`src/rtl/mcCtrlPkg.sv`:
```
package mcCtrlPkg;

  localparam int OP_W  = 6;
  localparam int SEL_W = 2;

  localparam logic [OP_W-1:0] OPC_RTYPE = 6'b000000;
  localparam logic [OP_W-1:0] OPC_LOAD  = 6'b100011;
  localparam logic [OP_W-1:0] OPC_STORE = 6'b101011;
  localparam logic [OP_W-1:0] OPC_BEQ   = 6'b000100;
  localparam logic [OP_W-1:0] OPC_JMP   = 6'b000010;
  localparam logic [OP_W-1:0] OPC_JLINK = 6'b000011;
  localparam logic [OP_W-1:0] OPC_ADDI  = 6'b001000;

  // select encodings
  localparam logic [SEL_W-1:0] DST_RT   = 2'd0;
  localparam logic [SEL_W-1:0] DST_RD   = 2'd1;
  localparam logic [SEL_W-1:0] DST_LINK = 2'd2;
  localparam logic [SEL_W-1:0] WB_ALU   = 2'd0;
  localparam logic [SEL_W-1:0] WB_MEM   = 2'd1;
  localparam logic [SEL_W-1:0] WB_PC    = 2'd2;
  localparam logic [SEL_W-1:0] SB_REG   = 2'd0;
  localparam logic [SEL_W-1:0] SB_FOUR  = 2'd1;
  localparam logic [SEL_W-1:0] SB_IMM   = 2'd2;
  localparam logic [SEL_W-1:0] SB_IMMSH = 2'd3;
  localparam logic [SEL_W-1:0] AO_ADD   = 2'd0;
  localparam logic [SEL_W-1:0] AO_SUB   = 2'd1;
  localparam logic [SEL_W-1:0] AO_FUNCT = 2'd2;
  localparam logic [SEL_W-1:0] PS_ALU   = 2'd0;
  localparam logic [SEL_W-1:0] PS_TGT   = 2'd1;
  localparam logic [SEL_W-1:0] PS_JUMP  = 2'd2;

  typedef enum logic [2:0] {
    K_RTYPE, K_LOAD, K_STORE, K_BEQ, K_JMP, K_JLINK, K_ADDI, K_OTHER
  } opKind_t;

  typedef enum logic [3:0] {
    S_FETCH, S_DECODE, S_MEMADDR, S_MEMRD, S_MEMWB, S_MEMWR,
    S_RTEXEC, S_RTWB, S_BRANCH, S_JUMP, S_ADDIEXEC, S_ADDIWB
  } ctrlState_t;

  typedef struct packed {
    logic             pcWrite;
    logic             pcWriteCond;
    logic             addrSel;
    logic             memRead;
    logic             memWrite;
    logic             irWrite;
    logic [SEL_W-1:0] regDstSel;
    logic [SEL_W-1:0] wbDataSel;
    logic             regWrite;
    logic             aluSrcA;
    logic [SEL_W-1:0] aluSrcB;
    logic [SEL_W-1:0] aluOpClass;
    logic [SEL_W-1:0] pcSrcSel;
  } ctrlStrobes_t;

endpackage

```
`src/rtl/opClassifier.sv`:
```
module opClassifier
  import mcCtrlPkg::*;
(
  input  logic [OP_W-1:0] opcode,
  output opKind_t         kind
);
  always_comb begin
    unique case (opcode)
      OPC_RTYPE: kind = K_RTYPE;
      OPC_LOAD:  kind = K_LOAD;
      OPC_STORE: kind = K_STORE;
      OPC_BEQ:   kind = K_BEQ;
      OPC_JMP:   kind = K_JMP;
      OPC_JLINK: kind = K_JLINK;
      OPC_ADDI:  kind = K_ADDI;
      default:   kind = K_OTHER;
    endcase
  end
endmodule

```
`src/rtl/stateSequencer.sv`:
```
module stateSequencer
  import mcCtrlPkg::*;
(
  input  logic       clk,
  input  logic       rst,
  input  opKind_t    kind,
  output ctrlState_t state,
  output logic       isLink
);
  ctrlState_t nextState;
  logic       isStore;

  always_comb begin
    nextState = S_FETCH;
    unique case (state)
      S_FETCH:  nextState = S_DECODE;
      S_DECODE: begin
        unique case (kind)
          K_LOAD, K_STORE: nextState = S_MEMADDR;
          K_RTYPE:         nextState = S_RTEXEC;
          K_BEQ:           nextState = S_BRANCH;
          K_JMP, K_JLINK:  nextState = S_JUMP;
          K_ADDI:          nextState = S_ADDIEXEC;
          default:         nextState = S_FETCH;
        endcase
      end
      S_MEMADDR:  nextState = isStore ? S_MEMWR : S_MEMRD;
      S_MEMRD:    nextState = S_MEMWB;
      S_RTEXEC:   nextState = S_RTWB;
      S_ADDIEXEC: nextState = S_ADDIWB;
      default:    nextState = S_FETCH;
    endcase
  end

  always_ff @(posedge clk) begin
    if (rst) begin
      state   <= S_FETCH;
      isLink  <= 1'b0;
      isStore <= 1'b0;
    end else begin
      state <= nextState;
      if (state == S_DECODE) begin
        isLink  <= (kind == K_JLINK);
        isStore <= (kind == K_STORE);
      end
    end
  end

  // decode always follows fetch
  assert_fetch_then_decode_R3: assert property (@(posedge clk) disable iff (rst)
    state == S_FETCH |=> state == S_DECODE);

  // unknown opcodes go straight back to fetch
  assert_other_returns_R11: assert property (@(posedge clk) disable iff (rst)
    (state == S_DECODE && kind == K_OTHER) |=> state == S_FETCH);

  // load path reaches its read step after the address step
  assert_load_path_R4: assert property (@(posedge clk) disable iff (rst)
    (state == S_DECODE && kind == K_LOAD) |=> ##1 state == S_MEMRD);
endmodule

```
`src/rtl/strobeDecoder.sv`:
```
module strobeDecoder
  import mcCtrlPkg::*;
(
  input  ctrlState_t   state,
  input  logic         isLink,
  output ctrlStrobes_t strobes
);
  always_comb begin
    strobes = '0;
    unique case (state)
      S_FETCH: begin
        strobes.pcWrite = 1'b1;
        strobes.memRead = 1'b1;
        strobes.irWrite = 1'b1;
        strobes.aluSrcB = SB_FOUR;
        strobes.pcSrcSel = PS_ALU;
      end
      S_DECODE: strobes.aluSrcB = SB_IMMSH;
      S_MEMADDR, S_ADDIEXEC: begin
        strobes.aluSrcA    = 1'b1;
        strobes.aluSrcB    = SB_IMM;
        strobes.aluOpClass = AO_ADD;
      end
      S_MEMRD: begin
        strobes.addrSel = 1'b1;
        strobes.memRead = 1'b1;
      end
      S_MEMWB: begin
        strobes.regWrite  = 1'b1;
        strobes.regDstSel = DST_RT;
        strobes.wbDataSel = WB_MEM;
      end
      S_MEMWR: begin
        strobes.addrSel  = 1'b1;
        strobes.memWrite = 1'b1;
      end
      S_RTEXEC: begin
        strobes.aluSrcA    = 1'b1;
        strobes.aluSrcB    = SB_REG;
        strobes.aluOpClass = AO_FUNCT;
      end
      S_RTWB: begin
        strobes.regWrite  = 1'b1;
        strobes.regDstSel = DST_RD;
        strobes.wbDataSel = WB_ALU;
      end
      S_ADDIWB: begin
        strobes.regWrite  = 1'b1;
        strobes.regDstSel = DST_RT;
        strobes.wbDataSel = WB_ALU;
      end
      S_BRANCH: begin
        strobes.pcWriteCond = 1'b1;
        strobes.aluSrcA     = 1'b1;
        strobes.aluSrcB     = SB_REG;
        strobes.aluOpClass  = AO_SUB;
        strobes.pcSrcSel    = PS_TGT;
      end
      S_JUMP: begin
        strobes.pcWrite  = 1'b1;
        strobes.pcSrcSel = PS_JUMP;
        if (isLink) begin
          strobes.regWrite  = 1'b1;
          strobes.regDstSel = DST_LINK;
          strobes.wbDataSel = WB_PC;
        end
      end
      default: strobes = '0;
    endcase
  end
endmodule

```
`src/rtl/mcCtrlFsm.sv`:
```
module mcCtrlFsm
  import mcCtrlPkg::*;
(
  input  logic             clk,
  input  logic             rst,
  input  logic [OP_W-1:0]  opcode,
  output logic             pcWrite,
  output logic             pcWriteCond,
  output logic             addrSel,
  output logic             memRead,
  output logic             memWrite,
  output logic             irWrite,
  output logic [SEL_W-1:0] regDstSel,
  output logic [SEL_W-1:0] wbDataSel,
  output logic             regWrite,
  output logic             aluSrcA,
  output logic [SEL_W-1:0] aluSrcB,
  output logic [SEL_W-1:0] aluOpClass,
  output logic [SEL_W-1:0] pcSrcSel
);
  opKind_t      kind;
  ctrlState_t   state;
  logic         isLink;
  ctrlStrobes_t strobes;

  opClassifier u_classify (.opcode(opcode), .kind(kind));

  stateSequencer u_seq (
    .clk(clk), .rst(rst), .kind(kind), .state(state), .isLink(isLink)
  );

  strobeDecoder u_dec (.state(state), .isLink(isLink), .strobes(strobes));

  assign pcWrite     = strobes.pcWrite;
  assign pcWriteCond = strobes.pcWriteCond;
  assign addrSel     = strobes.addrSel;
  assign memRead     = strobes.memRead;
  assign memWrite    = strobes.memWrite;
  assign irWrite     = strobes.irWrite;
  assign regDstSel   = strobes.regDstSel;
  assign wbDataSel   = strobes.wbDataSel;
  assign regWrite    = strobes.regWrite;
  assign aluSrcA     = strobes.aluSrcA;
  assign aluSrcB     = strobes.aluSrcB;
  assign aluOpClass  = strobes.aluOpClass;
  assign pcSrcSel    = strobes.pcSrcSel;

  // a link write happens together with the jump itself
  assert_link_with_jump_R10: assert property (@(posedge clk) disable iff (rst)
    (regWrite && regDstSel == DST_LINK) |-> (pcWrite && pcSrcSel == PS_JUMP && wbDataSel == WB_PC));

  // a register write is the last step of an instruction
  assert_wb_ends_instr_R12: assert property (@(posedge clk) disable iff (rst)
    regWrite |=> irWrite);

  // a memory write is the last step of a store
  assert_store_ends_instr_R5: assert property (@(posedge clk) disable iff (rst)
    memWrite |=> irWrite);

  // memory is never read and written in one step
  assert_mem_exclusive_R12: assert property (@(posedge clk) disable iff (rst)
    !(memRead && memWrite));

  // the fetch step advances the PC and never writes a register
  assert_fetch_alone_R2: assert property (@(posedge clk) disable iff (rst)
    irWrite |-> (pcWrite && pcSrcSel == PS_ALU && !regWrite && !memWrite));
endmodule

```
`config.mk`:
```
export PLATFORM = sky130hd
export DESIGN_NAME = mcCtrlFsm
export DESIGN_NICKNAME = d
export VERILOG_FILES = /design/src/rtl/mcCtrlPkg.sv /design/src/rtl/opClassifier.sv /design/src/rtl/stateSequencer.sv /design/src/rtl/strobeDecoder.sv /design/src/rtl/mcCtrlFsm.sv
export SDC_FILE = /design/constraint.sdc
export NUM_CORES = 1
export LEC_CHECK = 0
export ABC_AREA = 1
export BUFFER_PORTS_ARGS = -buffer_cell sky130_fd_sc_hd__buf_2
export CAP_MARGIN = 20
export CORE_MARGIN = 10
export CORE_UTILIZATION = 30
export CTS_CLUSTER_DIAMETER = 60
export CTS_CLUSTER_SIZE = 14
export DETAILED_ROUTE_END_ITERATION = 6
export HOLD_SLACK_MARGIN = 0.15
export PLACE_DENSITY = 0.56
export SLEW_MARGIN = 20
export SYNTH_ARGS = -nofsm -noshare
export SYNTH_HDL_FRONTEND = slang
export SYNTH_HIERARCHICAL = 1
export SYNTH_SLANG_ARGS = --single-unit
```
`constraint.sdc`:
```
create_clock -name clk -period 1.9 [get_ports clk]
set_clock_uncertainty 0.05 [all_clocks]
set_input_delay 0.475 -clock clk [delete_from_list [all_inputs] [get_ports clk]]
set_output_delay 0.475 -clock clk [all_outputs]
set_load 0.05 [all_outputs]
```
==> run metrics <==
crit path launch=u_seq/state[2]; VDD IR max=0.000341 V; area share of the largest cell type after synthesis=0.226; Critical R2R Capture=u_seq/isLink; Hold Vio Cnt, Final=0; Mapped Nets=142; layout cells sized above 1=0.348; Num Clock Sinks=6; Post-synth EDFFs=0; Via Count=838; nets=171; Worst Hold Class=input pin to register; clock buffer depth=2; max_cap viols=0; Avg Cell Area, Syn=5.09 um^2; Synth Area in Compound Gates=0.0954; Hold EP=u_seq/state[2]; vias in the first global route=704; largest net degree at the start of global routing=12; Post-Synth Adder-Cell Area=0; TritonCTS Buffers=3; Die X=67.7 um; # diodes=0; initial drt markers=27; Post-synth ARST share=0; library cells used by synthesis=18; Crit path max-delay family=flip-flops; cell taking the most area after synthesis=nand2_1; achievable clock frequency=0.557 GHz; register bit count reported by yosys=6; WL per Instance=9.21 um; Boundary Pins=26; final period utilization=0.945; Site Rows=17; Main synth FF type=dfxtp_1; die area=4580 um^2; H-tree levels=1; crit-path max FO=6; crit path time final=1.80 ns; # hold bufs at CTS=0; main combinational cell family by area after synthesis=simple AND/OR/NAND/NOR gates; initial antenna violation count=0; multiplexer area fraction after synthesis=0; clock root cell=clkbuf_4; Worst Path Required=1.37 ns; GP Congestion=0.841; slew margin rel.=0.833; Hold Worst Slack=0.408 ns; Syn-to-layout area delta=35.6%; WL final=1740 um; Synth Area in XOR/XNOR=0; core area=2190 um^2; Worst path max stage delay=0.40 ns; critical path endpoint category=output port; WHS Path Cells=2; hold path startpoint=rst; vias per inst=4.43; R2R Path Start=u_seq/state[3]; Slew Viols, Final=0; CP max stage cell=dfxtp_2; WP buf/inv=3; final setup fails=0; Initial Util=0.311; Worst Setup Start Kind=register; IO Port Bufs=25; RSZ-0062 raised after global routing=no; Worst-Skew Late Latency=0.24 ns; synthesized netlist cell count=134; Leak Pwr=0.516 nW; Seq/Total Area, Yosys=0.176; Post-DP HPWL=1510 um; Worst Path Arrival=1.27 ns; R2R cell count=7; DRC=0; total track usage=0.0736; Worst Tran Pin Value=0.253 ns; status=finished clean; top-count cell post-synth=nand2_1; Synth area leaders=nand2_1, dfxtp_1, nor2_1, inv_1, nand3_1; DRT antenna net count=0; setup TNS=0 ns; Crit Path Class=register to output port; remaining global-route overflow=0; R2R Setup Slk=0.80 ns; Pre-antenna DRT Iters=4; clk slew on worst S/H paths=0.05 ns; power density cells=643 nW/um^2; worst path cell trace=inv_1 -> nor2_2 -> inv_2 -> nor3_2 -> buf_4; CTS tree=done; yosys warns=6; Post-Synthesis Cell Area=682 um^2; global-route wire length before repair=2750 um; top post-synthesis cells by count=nand2_1, nor2_1, inv_1; chip height=67.7 um; Simple-Gate Fraction of Synth Area=0.547
-- where the power goes --
part	internal, mW	switching, mW	leakage [nW]
registers	0.139	0.0223	0.0501
clock network	0.0711	0.0414	0.0138
logic	0.0856	0.236	0.453
-- registers in the layout (all words and copies together), names as in the netlist --
signal         flops
u_seq/isLink       1
u_seq/state        4
u_seq/isStore      1
-- cell type report --
class	instances	area [um^2]
well taps	28	35.0
multi-input cells	97	472
repair buffers	26	163
clock buffers	3	22.5
fillers	241	1270
inverters	29	109
flip-flops and latches	6	124
-- kinds of logic (layout without fill, tap and decap cells) --
kind of cell	after synthesis	after routing
buffers and inverters	31	58
AO/OA/AOI/OAI	11	11
AND/OR/NAND/NOR	86	86
flip-flops	6	6
-- through the flow --
step                setup slack, ns  total power [mW]  area, um^2   util  cells
CTS                         0.00806             0.592         895  0.408    189
detailed placement            0.171             0.471         856  0.391    186
floorplan                   -0.0116             0.402         703      -    134
global placement              0.181             0.470         856  0.391    186
global route                0.00791             0.648         925  0.422    189
finish                        0.104             0.595         925  0.422    189
-- cell usage in the layout (no fill, tap or decap) --
cell type,count
nand2_1,41
inv_1,23
nor2_1,19
buf_2,13
buf_4,10
nand3_1,9
nor2_2,8
clkbuf_4,6
inv_2,6
nor2_4,4
o21ai_1,3
o21ai_2,3
a21oi_1,3
dfxtp_1,3
dfxtp_2,3
nand2_2,1
nand4_1,1
nor3_2,1
o211ai_1,1
nand3_2,1
o21ai_0,1
nor3_1,1
-- worst max path at each step --
stage                                to  slack [ns]  depth (start not counted)
after global routing            pcWrite       0.008                          5
after global placement    aluOpClass[1]        0.18                          5
after floorplan           aluOpClass[0]       -0.01                          4
after detailed placement  aluOpClass[1]        0.17                          5
final                     aluOpClass[1]        0.10                          5
after CTS                    aluSrcB[1]       0.008                          5
-- timing repair --
action | 4_1_cts | 5_1_grt
resized for setup | 8 | 15
endpoints found under the setup margin | 16 | 17
buffers inserted | 0 | 0
-- layer usage --
metal	up-vias	wire length (um)	share of wire	global-route usage
li1	459	-	-	-
met1	358	718	0.41	0.0759
met2	21	840	0.48	0.134
met3	0	182	0.10	0.0281
met4	0	0	0	0.0231
met5	-	0	0	0
No activity file was read; power rests on OpenSTA's default activity.
